<file path="config.mk">
export PLATFORM = sky130hd
export DESIGN_NAME = console_regs
export DESIGN_NICKNAME = d
export VERILOG_FILES = /design/src/rtl/console_pkg.sv /design/src/rtl/console_decode.sv /design/src/rtl/console_kbd.sv /design/src/rtl/console_disp.sv /design/src/rtl/console_regs.sv
export SDC_FILE = /design/constraint.sdc
export NUM_CORES = 1
export LEC_CHECK = 0
export ABC_AREA = 1
export CORE_ASPECT_RATIO = 1.2
export CORE_MARGIN = 2
export CORE_UTILIZATION = 45
export DETAILED_ROUTE_END_ITERATION = 12
export PLACE_DENSITY = 0.7
export REMOVE_ABC_BUFFERS = 1
export SLEW_MARGIN = 20
export SYNTH_ARGS = -nofsm -noshare
export SYNTH_HDL_FRONTEND = slang
export SYNTH_SLANG_ARGS = --single-unit
</file>
<file path="constraint.sdc">
create_clock -name clk_i -period 1.9 [get_ports clk_i]
set_clock_uncertainty 0.2 [all_clocks]
set_input_delay 0.285 -clock clk_i [delete_from_list [all_inputs] [get_ports clk_i]]
set_output_delay 0.285 -clock clk_i [all_outputs]
set_load 0.1 [all_outputs]
</file>
<file path="src/rtl/console_pkg.sv">
package console_pkg;
  typedef enum logic [2:0] {
    SEL_NONE = 3'd0,
    SEL_KSTAT = 3'd1,
    SEL_KDATA = 3'd2,
    SEL_DSTAT = 3'd3,
    SEL_DDATA = 3'd4,
    SEL_MCTL = 3'd5
  } reg_sel_e;
  localparam int unsigned NUM_REGS = 5;
endpackage

</file>
<file path="src/rtl/console_decode.sv">
module console_decode
  import console_pkg::*;
#(
  parameter int unsigned ADDR_W = 16,
  parameter int unsigned DATA_W = 16,
  parameter logic [ADDR_W-1:0] KSTAT_A = 16'hFE00,
  parameter logic [ADDR_W-1:0] KDATA_A = 16'hFE02,
  parameter logic [ADDR_W-1:0] DSTAT_A = 16'hFE04,
  parameter logic [ADDR_W-1:0] DDATA_A = 16'hFE06,
  parameter logic [ADDR_W-1:0] MCTL_A = 16'hFFFE
) (
  input  logic [ADDR_W-1:0] addr_i,
  input  logic [DATA_W-1:0] kstat_i,
  input  logic [DATA_W-1:0] kdata_i,
  input  logic [DATA_W-1:0] dstat_i,
  input  logic [DATA_W-1:0] ddata_i,
  input  logic [DATA_W-1:0] mctl_i,
  input  logic [DATA_W-1:0] mem_rdata_i,
  output reg_sel_e          sel_o,
  output logic              hit_o,
  output logic [DATA_W-1:0] rdata_o
);
  localparam logic [ADDR_W-1:0] ADDRS [NUM_REGS] = '{KSTAT_A, KDATA_A, DSTAT_A, DDATA_A, MCTL_A};

  logic [DATA_W-1:0] vals [NUM_REGS];
  assign vals[0] = kstat_i;
  assign vals[1] = kdata_i;
  assign vals[2] = dstat_i;
  assign vals[3] = ddata_i;
  assign vals[4] = mctl_i;

  always_comb begin
    sel_o   = SEL_NONE;
    rdata_o = mem_rdata_i;
    for (int i = 0; i < NUM_REGS; i++) begin
      if (addr_i == ADDRS[i]) begin
        sel_o   = reg_sel_e'(i + 1);
        rdata_o = vals[i];
      end
    end
  end

  assign hit_o = (sel_o != SEL_NONE);
endmodule

</file>
<file path="src/rtl/console_kbd.sv">
module console_kbd #(
  parameter int unsigned DATA_W = 16,
  parameter int unsigned CHAR_W = 8,
  parameter int unsigned IDLE_LIMIT = 2
) (
  input  logic              clk_i,
  input  logic              rst_ni,
  input  logic              step_i,
  input  logic              in_valid_i,
  input  logic [CHAR_W-1:0] in_char_i,
  input  logic              wr_stat_i,
  input  logic              wr_data_i,
  input  logic [DATA_W-1:0] wdata_i,
  output logic [DATA_W-1:0] stat_o,
  output logic [DATA_W-1:0] data_o
);
  localparam int unsigned CNT_W = $clog2(IDLE_LIMIT + 2);
  localparam logic [CNT_W-1:0] CNT_MAX = CNT_W'(IDLE_LIMIT + 1);
  localparam logic [CNT_W-1:0] CNT_LIM = CNT_W'(IDLE_LIMIT);

  logic [CNT_W-1:0] idle_q, idle_nx;
  logic             expire;

  // saturate so a long idle stretch cannot wrap back under the limit
  assign idle_nx = (idle_q == CNT_MAX) ? idle_q : idle_q + 1'b1;
  assign expire  = step_i && !in_valid_i && (idle_nx > CNT_LIM);

  always_ff @(posedge clk_i or negedge rst_ni) begin
    if (!rst_ni) begin
      idle_q <= '0;
      stat_o <= '0;
      data_o <= '0;
    end else begin
      if (in_valid_i) idle_q <= '0;
      else if (step_i) idle_q <= idle_nx;

      if (wr_stat_i) stat_o <= wdata_i;
      else if (in_valid_i) stat_o[DATA_W-1] <= 1'b1;
      else if (expire) stat_o[DATA_W-1] <= 1'b0;

      if (wr_data_i) data_o <= wdata_i;
      else if (in_valid_i) data_o <= {{(DATA_W-CHAR_W){1'b0}}, in_char_i};
    end
  end


  arrive_ready_chk: assert property (@(posedge clk_i) disable iff (!rst_ni)
    (in_valid_i && !wr_stat_i) |=> stat_o[DATA_W-1]);


  kbd_hold_chk: assert property (@(posedge clk_i) disable iff (!rst_ni)
    (!in_valid_i && !step_i && !wr_stat_i) |=> $stable(stat_o));
endmodule

</file>
<file path="src/rtl/console_disp.sv">
module console_disp #(
  parameter int unsigned DATA_W = 16,
  parameter int unsigned CHAR_W = 8
) (
  input  logic              clk_i,
  input  logic              rst_ni,
  input  logic              step_i,
  input  logic              wr_stat_i,
  input  logic              wr_data_i,
  input  logic [DATA_W-1:0] wdata_i,
  output logic [DATA_W-1:0] stat_o,
  output logic [DATA_W-1:0] data_o,
  output logic              out_valid_o,
  output logic [CHAR_W-1:0] out_char_o
);
  localparam logic [DATA_W-1:0] BUSY = DATA_W'(1);

  logic emit;
  assign emit = step_i && stat_o[DATA_W-1] && (data_o != '0);

  always_ff @(posedge clk_i or negedge rst_ni) begin
    if (!rst_ni) begin
      stat_o      <= '1;
      data_o      <= '0;
      out_valid_o <= 1'b0;
      out_char_o  <= '0;
    end else begin
      out_valid_o <= emit;
      if (emit) out_char_o <= data_o[CHAR_W-1:0];

      if (wr_stat_i) stat_o <= wdata_i;
      else if (step_i) stat_o <= emit ? BUSY : '1;

      if (wr_data_i) data_o <= wdata_i;
      else if (emit) data_o <= '0;
    end
  end


  emit_pulse_chk: assert property (@(posedge clk_i) disable iff (!rst_ni)
    out_valid_o |=> !out_valid_o);


  disp_hold_chk: assert property (@(posedge clk_i) disable iff (!rst_ni)
    (!step_i && !wr_stat_i) |=> $stable(stat_o));
endmodule

</file>
<file path="src/rtl/console_regs.sv">
module console_regs
  import console_pkg::*;
#(
  parameter int unsigned ADDR_W = 16,
  parameter int unsigned DATA_W = 16,
  parameter int unsigned CHAR_W = 8,
  parameter int unsigned IDLE_LIMIT = 2,
  parameter logic [ADDR_W-1:0] KSTAT_A = 16'hFE00,
  parameter logic [ADDR_W-1:0] KDATA_A = 16'hFE02,
  parameter logic [ADDR_W-1:0] DSTAT_A = 16'hFE04,
  parameter logic [ADDR_W-1:0] DDATA_A = 16'hFE06,
  parameter logic [ADDR_W-1:0] MCTL_A = 16'hFFFE
) (
  input  logic              clk_i,
  input  logic              rst_ni,
  input  logic              step_i,
  input  logic [ADDR_W-1:0] bus_addr_i,
  input  logic              bus_we_i,
  input  logic [DATA_W-1:0] bus_wdata_i,
  output logic [DATA_W-1:0] bus_rdata_o,
  input  logic [DATA_W-1:0] mem_rdata_i,
  output logic              mem_we_o,
  input  logic              in_valid_i,
  input  logic [CHAR_W-1:0] in_char_i,
  output logic              out_valid_o,
  output logic [CHAR_W-1:0] out_char_o,
  output logic              run_o
);
  reg_sel_e          sel;
  logic              hit;
  logic [DATA_W-1:0] kstat, kdata, dstat, ddata, mctl_q;
  logic              wr_mctl;

  console_decode #(
    .ADDR_W(ADDR_W), .DATA_W(DATA_W), .KSTAT_A(KSTAT_A), .KDATA_A(KDATA_A),
    .DSTAT_A(DSTAT_A), .DDATA_A(DDATA_A), .MCTL_A(MCTL_A)
  ) i_decode (
    .addr_i(bus_addr_i), .kstat_i(kstat), .kdata_i(kdata), .dstat_i(dstat),
    .ddata_i(ddata), .mctl_i(mctl_q), .mem_rdata_i(mem_rdata_i),
    .sel_o(sel), .hit_o(hit), .rdata_o(bus_rdata_o)
  );

  console_kbd #(.DATA_W(DATA_W), .CHAR_W(CHAR_W), .IDLE_LIMIT(IDLE_LIMIT)) i_kbd (
    .clk_i, .rst_ni, .step_i, .in_valid_i, .in_char_i,
    .wr_stat_i(bus_we_i && sel == SEL_KSTAT),
    .wr_data_i(bus_we_i && sel == SEL_KDATA),
    .wdata_i(bus_wdata_i), .stat_o(kstat), .data_o(kdata)
  );

  console_disp #(.DATA_W(DATA_W), .CHAR_W(CHAR_W)) i_disp (
    .clk_i, .rst_ni, .step_i,
    .wr_stat_i(bus_we_i && sel == SEL_DSTAT),
    .wr_data_i(bus_we_i && sel == SEL_DDATA),
    .wdata_i(bus_wdata_i), .stat_o(dstat), .data_o(ddata),
    .out_valid_o, .out_char_o
  );

  assign wr_mctl  = bus_we_i && sel == SEL_MCTL;
  assign mem_we_o = bus_we_i && !hit;
  assign run_o    = (mctl_q != '0);

  always_ff @(posedge clk_i or negedge rst_ni) begin
    if (!rst_ni) mctl_q <= DATA_W'(1);
    else if (wr_mctl) mctl_q <= bus_wdata_i;
  end


  halt_chk: assert property (@(posedge clk_i) disable iff (!rst_ni)
    (bus_we_i && bus_addr_i == MCTL_A && bus_wdata_i == '0) |=> !run_o);


  reg_write_chk: assert property (@(posedge clk_i) disable iff (!rst_ni)
    (bus_we_i && bus_addr_i == KDATA_A && !in_valid_i) |=> (kdata == $past(bus_wdata_i)));
endmodule

</file>
==> results.md, run 1 <==
- The run finished, with violations left.
- The checks that failed: negative setup slack.
- After global routing the overflow that remains totals 0.
- For this design, the sink count on the clock tree is 91.
- The global-route total usage across every layer is 0.283.
- The number of enable-type register cells in the synthesized netlist is 0.
- After synthesis the netlist holds a flip-flop and latch count of 91.
- The number of warnings printed during yosys synthesis is 0.
- The actual slew at the worst max-slew pin is about 500 ps.
- For this run, the share of the core covered by cells in the final layout is 0.713.
- The clock buffer count from CTS is 9.
- The HPWL after detailed placement is a little under 10000 um.
- At the end of routability-driven placement, the weighted congestion stood at about 0.86.
- The TritonCTS clock tree is yes.
- The effective utilization at floorplan is 0.467.
- The number of placed I/O pins is between 80 and 90.
- The post-layout minimum cycle time is between 2000 and 2500 ps.
- The first global-routing pass estimated about 25000 um of wire.
- Counting flops with an async set or reset pin after synthesis yields a share of 1.00.
- STA classifies the critical path startpoint as an input pin.
- The average footprint of a synthesized cell is 7.57 sq um.
- The smallest setup slack after layout is -313 ps.
- The number of hold-slack violations in the final timing report is 0.
- Setup repair after global routing could not meet its margin everywhere.
- In this run the power density over the cells is between 700 and 800 mW/mm^2.
- The hold slack is between 200 and 300 ps.
- The worst hold path belongs to the class reg2reg.
- Across the run, the number of max-cap violations was 0.
- The top fanout value on the critical path is 4.
- The clock root buffer is clkbuf_16.
- The antenna diode instance count is 0.
- Summed over all failing endpoints, the final setup total negative slack is -4670 ps.
- The number of distinct library cell variants in the gate-level netlist after synthesis is 32.
- In the final routed layout, each cell accounts on average for approximately 18 um.
- For this run, the detailed router's first-pass iteration total came to 9.
- The via count of the first global-routing pass is ~5100.
- From synthesis to final layout, the design area changed by 52.6%.
- In the routed layout, each cell is associated on average with a via count of between 5 and 6.
- The endpoint class of the critical path is a primary output.
- The cell count after synthesis is 624.
- Wires add up to ~16000 um.
- The detailed router's first-iteration violation count is 450.
- The post-detailed-route DRC marker count is 0.
- The proportion of layout cells with a drive suffix above 1 is 0.285.
- The number of antenna violations at the first check in global routing was 0.
- The share of the cycle needed by the critical path after routing is 1.16.
- The buffer depth of the longest clock path is 2.
- The number of nets in the layout is a little over 800.
- Data on the critical path arrives at its endpoint at 1730 ps.
- The final max-slew violation count is 0.
- The maximum number of pins on one net before global-route repair is 92.
- The maximum clock frequency is around 0.45 GHz.
- The die is between 100 and 150 um tall.
- The remaining max-slew budget at the tightest pin is 0.665.
- The x dimension of the die is between 90 and 100 um.
- Power comes to about 0.0056 W.
- The floorplan step defined a die boundary enclosing 0.0113 sq mm.
- In the synthesized netlist the dominant register cell turns out to be dfrtp_1.
- STA puts the critical path data required time at 1410 ps.
- The combined area of all synthesized cells is 0.00472 sq mm.
- The area of the placeable core is roughly 0.010 sq mm.
- Detailed routing inserted a total of slightly below 5000 vias.
- The row count is 40.
- The worst setup path category is in2out.
- The clock latency of the later-clocked register in the worst-skew pair is 340 ps.
- The analysis attributes to cell leakage a power of around 3.5 nW.
- Once detail routing completed, the nets flagged for antenna violations numbered 0.
- For this run, the register share of the synthesized area comes to 0.487.
- The count of endpoints failing setup in the final report is 18.
- The H-tree depth is 3.
- After clock tree synthesis, the clock-pin slew on the worst setup and hold paths is roughly 60 ps.
- In this run the tool buffered the top-level ports with 87 buffer cells.
- The largest voltage drop on the vdd net is roughly 930 uV.
[critical path, stage by stage]
cell	delay, ps
buf_6	100
nor2_4	120
nand2_4	90
buf_6	130
nor2_4	130
buf_6	130
o21ai_4	90
buf_6	140
nand2_2	40
nand2_1	40
nand2_1	60
nand2_1	90
nand2_2	100
buf_12	170
[state kept, by name (all words and copies together), names as in the netlist]
register	flops
i_disp.data_o	16
i_disp.out_char_o	8
i_kbd.stat_o	16
i_disp.stat_o	16
i_disp.out_valid_o	1
i_kbd.idle_q	2
i_kbd.data_o	16
mctl_q	16
[placed cells by master (no fill, tap or decap), drive strengths merged]
cell type and count:
nand3 18, o21ai 73, clkinv 3, clkdlybuf4s50 43, a21oi 2, nand2 208
o211ai 15, dfstp 17, nand3b 1, dfrtp 74, a22oi 1, clkbuf 13
o221ai 8, a31oi 1, nor4 4, nor2 45, nor3 1, nand4 7
dlygate4sd3 1, inv 96, buf 102, clkinvlp 1, o22ai 24
[where the power goes]
| part | leakage, nW | switching [W] | total [W] | internal (W) |
|---|---|---|---|---|
| sequential | 1.19 | 0.0000965 | 0.00223 | 0.00213 |
| combinational | 2.17 | 0.000988 | 0.00160 | 0.000613 |
| clock | 0.142 | 0.000748 | 0.00174 | 0.000995 |
| total | 3.50 | 0.00183 | 0.00558 | 0.00374 |
[cell usage after synthesis, types with 8 or more instances]
cell | count | area, sq um
o21ai_0 | 66 | 330
nand2_1 | 202 | 758
nor2_1 | 40 | 150
buf_2 | 11 | 55.1
inv_1 | 95 | 357
dfrtp_1 | 74 | 1850
dfstp_2 | 17 | 447
nand3_1 | 14 | 70.1
o22ai_1 | 24 | 150
clkbuf_1 | 8 | 30.0
o221ai_1 | 8 | 70.1
o211ai_1 | 15 | 113
[logic make-up (layout without fill, tap and decap cells)]
| group | count (synthesis) | count (layout) | synth area share |
|---|---|---|---|
| and+or+nand+nor | 284 | 284 | 0.250 |
| buffers and inverters | 125 | 259 | 0.110 |
| DFF | 91 | 91 | 0.487 |
| AOI/OAI and AO/OA | 124 | 124 | 0.154 |
[timing repair]
item / CTS / global route
hold buffers: 1 / 0
gates cloned: 4 / 0
setup buffers: 15 / 0
pin swaps: 24 / 20
hold endpoints to repair: 74 / 0
setup endpoints to repair: 61 / 18
resized for setup: 179 / 28
[per-stage QoR]
stage,worst slack (ps),std cells,area (sq um)
after floorplan,-999,596,4570
after CTS,-275,884,7140
after global placement,-743,848,6330
final,-313,884,7210
after global routing,-360,884,7210
after detailed placement,-793,848,6330
[metal layers]
layer  up-vias  part of all wire  global-route usage  wire (um)
li1       2249                 -                   -          -
met3        53             0.075              0.0443       1180
met2       226              0.51               0.495       8010
met1      2357              0.37               0.334       5820
met5         -                 0                   0          0
met4         0             0.040               0.161        622
[layout make-up]
| type | count | area, sq um |
|---|---|---|
| Fill cell | 741 | 2900 |
| Inverter | 97 | 377 |
| Clock inverter | 3 | 21.3 |
| Timing Repair Buffer | 146 | 1900 |
| Tap cell | 126 | 158 |
| Multi-Input combinational cell | 408 | 2190 |
| Clock buffer | 13 | 270 |
| Sequential cell | 91 | 2300 |
[final timing paths]
check	start	endpoint	slack, ps	cells after the start
max in group asynchronous	rst_ni	i_disp.stat_o[7]$_DFFE_PN1P_	770	3
worst max register to register	i_disp.data_o[0]$_DFFE_PN0P_	i_disp.stat_o[3]$_DFFE_PN1P_	230	8
min in group asynchronous	rst_ni	i_kbd.idle_q[1]$_DFFE_PN0P_	300	3
worst min register to register	i_kbd.stat_o[11]$_DFFE_PN0P_	i_kbd.stat_o[11]$_DFFE_PN0P_	280	2
worst min-delay path	i_kbd.stat_o[11]$_DFFE_PN0P_	i_kbd.stat_o[11]$_DFFE_PN0P_	280	2
worst max-delay path	bus_addr_i[4]	bus_rdata_o[14]	-310	14
Note: power is estimated with default switching activity, not from simulation.
==> run 2, diff against run 1 <==
SYNTH_HIERARCHICAL = 1   (was unset)
==> run 2 against run 1 <==
The run still ends with negative setup slack left. Sequential power decreased by 9.4%. Critical path depth decreased by 1. Clock power increased by 18%. Register-to-register slack got worse by 60 ps. Non-clock buffer count increased by 19. Final cell count increased by 15%. Critical path type unchanged. Largest cell class is now multi-input combinational cells.
==> results.md, run 2 <==
- The clock sink total is ~90.
- The number of placed I/O pins is 88.
- Adding up every negative setup slack in the final design gives -13900 ps.
- The H-tree depth is 3.
- In this run the clock root is driven by a clkbuf_16.
- The detailed router finished its first iteration with 423 violations.
- The average footprint of a synthesized cell is roughly 7.3 sq um.
- The total cell area at the placement stage is about 0.0068 sq mm.
- The wire length of the first global-routing pass is approximately 26000 um.
- The number of iterations in the first detailed-routing pass is 5.
- The share of the cycle needed by the critical path after routing is 1.20.
- For this run the aggregate overflow at the end of global routing stands at 0.
- The most common flop cell mapped by yosys is dfrtp_1.
- The final max-slew violation count came to 0.
- In the post-synthesis netlist, the biggest area contributors are dfrtp_1 36%, nand2_1 25%, dfstp_2 8.7%.
- The most common cell after layout, fill and taps aside is nand2_1.
- The post-detailed-route count of antenna-violating nets is 0.
- The proportion of layout cells with a drive suffix above 1 is 0.372.
- The final route contains roughly 5600 vias.
- Total power for the finished layout comes to ~0.0048 W.
- At the pin with the least slew margin, the transition time is around 600 ps.
- The slowest stage of the critical path is the nor2_4 cell.
- The effective utilization at floorplan is 0.465.
- The critical path goes through buf_8, nor2_4, nand2_4, nor2_4, buf_8, nand3b_1, nand2_1, inv_1, nand2_2, nand2_1, nand2_1, nand2_2, buf_12.
- The HPWL after detailed placement is approximately 11000 um.
- The die is ~120 um tall.
- The die footprint is about 0.012 sq mm.
- The number of nets in the layout is ~920.
- By count the netlist is led by 349 x nand2_1, 74 x dfrtp_1, 67 x nand3_1, 37 x inv_1, 34 x nor2_1.
- The later pin in the worst-skew pair is clocked with a latency of ~350 ps.
- After layout, the minimum clock period comes to 2290 ps.
- The total of max-cap violations is 0.
- The x dimension of the die is just over 100 um.
- The number of standard cells in the final layout excluding fillers is 1017.
- In this run, placement finished with an instance count of about 970.
- The required arrival time at the worst endpoint is 1410 ps.
- The buffer depth of the longest clock path is 2.
- The number of antenna violations at the first check in global routing is 0.
- The maximum number of pins on one net before global-route repair is 55.
- The final estimated routing congestion in global placement is 0.898.
- The post-synthesis async set-or-reset flop share is 1.00.
- The number of fillers in the final layout is 774.
- After routing the design area is a little over 0.008 sq mm.
- Clock-pin slew was measured on the worst setup and hold paths at about 70 ps.
- Along the worst path, the maximum fanout reaches 7.
- At the end of the flow the core is filled with cells to 0.737.
- The number of distinct library cell variants in the gate-level netlist after synthesis is 26.
- The cell area power density is 587 mW/mm^2.
- For this run, design rule violations remaining after detail routing come to 0.
- The total of buffers placed on input and output ports is 87.
- The portion of synthesized cell area occupied by the leading cell type is 0.359.
- The kind of start point of the critical path is an input pin.
- In this design, the stage delay of the slowest critical-path cell is approximately 280 ps.
- The via count of the first global-routing pass is between 5000 and 6000.
- In the final routed layout, each cell accounts on average for 18.0 um.
- Setup repair after global routing could not meet its margin everywhere.
- The antenna diode instance count is 0.
- The number of enable-type register cells in the synthesized netlist is 0.
- TritonCTS built the clock tree.
- The global-route total usage across every layer is 0.279.
- STA classifies the critical path endpoint as a primary output.
- The flow ran to the end, but the final reports show violations.
- Synthesis produced a netlist whose cell count is 711.
- The remaining max-slew budget at the tightest pin is 0.609.
- The smallest setup slack after layout is -388 ps.
- At the worst endpoint, the arrival time is 1800 ps.
- In this run, synthesis produced a sequential element count of 91.
- The row count is 42.
- The part of the Yosys area used for sequential elements is 0.446.
- The largest voltage drop on the vdd net is 464 uV.
- By instance count, the cell type seen most on the critical path is nand2_1.
- From synthesis to final layout, the design area changed by 58.4%.
- The checks that failed: negative setup slack.
- The most frequent cell after synthesis is nand2_1.
- The area of the placeable core is between 0.01 and 0.015 sq mm.
- Setup violations remaining at the end of the flow were counted as 98.
- For this block, the routed nets add up to between 15000 and 20000 um of wire.
- The cell area that synthesis handed to floorplanning was around 0.0052 sq mm.
- The top cell types in the final layout, fill and taps aside, are 276 x nand2_1, 74 x dfrtp_1, 62 x nand2_2, 43 x clkdlybuf4s50_1, 41 x nand3_1.
- The clock buffer count from CTS is 9.
- The maximum clock frequency is ~0.44 GHz.
- The worst hold-check path type is in2async.
- The worst setup path category is in2out.
- The most area-hungry cell type in the Yosys netlist is dfrtp_1.
- The number of hold-slack violations in the final timing report is 0.
- During synthesis, Yosys emitted a total of 6 warnings.
- The mean number of vias per cell is roughly 5.5.
- In this run the static leakage power is around 4.2 nW.
## run 2: changes by cell type in the layout (fill, tap and decap cells not counted), moves of 12 or more
cell,before,now
buf_4,23,35
inv_1,90,26
nand2_1,171,276
nand2_2,30,62
nand2_4,6,19
nand3_1,13,41
nand3_2,4,24
nand3b_1,1,17
o211ai_1,15,0
o21ai_0,39,2
o22ai_1,24,0
## run 2: area by class of cell
cell class	instances	area, sq um	area share
clock inverters	6	114	0.0139
clock buffers	10	229	0.0280
repair buffers	165	2080	0.254
well taps	154	193	0.0236
flip-flops and latches	91	2300	0.281
multi-input cells	545	3060	0.374
inverters	46	200	0.0245
## run 2: metrics by stage
step	hold WS, ps	setup WS [ps]
2_1_floorplan	-211	-1400
3_3_place_gp	-69.8	-858
3_5_place_dp	-66.3	-899
4_1_cts	105	-297
5_1_grt	120	-409
6_report	97.8	-388
## run 2: repair_timing
action                                  in CTS  in global routing
endpoints found under the hold margin       74                  0
buffers inserted                            11                  8
cloned                                       5                  8
resized for setup                          143                162
hold buffers                                 1                  0
pin swaps                                   37                 76
endpoints found under the setup margin      98                 97
## run 2: where the power goes
| group | switching, W | internal [W] |
|---|---|---|
| logic | 0.000420 | 0.000288 |
| clock network | 0.000774 | 0.00129 |
| registers | 0.0000287 | 0.00200 |
## run 2: final timing paths
| check | from | endpoint | slack (ps) | cells past startpoint |
|---|---|---|---|---|
| worst min register to register | i_disp/stat_o[0]$_DFFE_PN1P_ | i_disp/stat_o[0]$_DFFE_PN1P_ | 270 | 2 |
| worst min-delay path | rst_ni | i_disp/out_char_o[7]$_DFFE_PN0P_ | 100 | 2 |
| worst max register to register | i_disp/data_o[9]$_DFFE_PN0P_ | i_disp/data_o[13]$_DFFE_PN0P_ | 170 | 8 |
| min in group clk_i | i_disp/stat_o[0]$_DFFE_PN1P_ | i_disp/stat_o[0]$_DFFE_PN1P_ | 270 | 2 |
| max in group asynchronous | rst_ni | i_disp/data_o[6]$_DFFE_PN0P_ | 810 | 3 |
| worst max-delay path | bus_addr_i[7] | bus_rdata_o[5] | -390 | 13 |
## run 2: critical path: cells and delay by family
family        cells  cell delay, ps
buf+inv           4             510
simple gates      9            1020
## run 2: kinds of logic after synthesis
group	synth area share
AND/OR/NAND/NOR	0.415
AO/OA/AOI/OAI	0.0565
flip-flops	0.446
buffers and inverters	0.0832
## run 2: routing by layer
layer,vias to the layer above,global-route usage,wire (um),part of all wire
met5,-,0,0,0
met4,0,0.160,1090,0.060
met3,84,0.0472,1590,0.087
met2,327,0.439,8990,0.49
met1,2627,0.360,6620,0.36
li1,2553,-,-,-
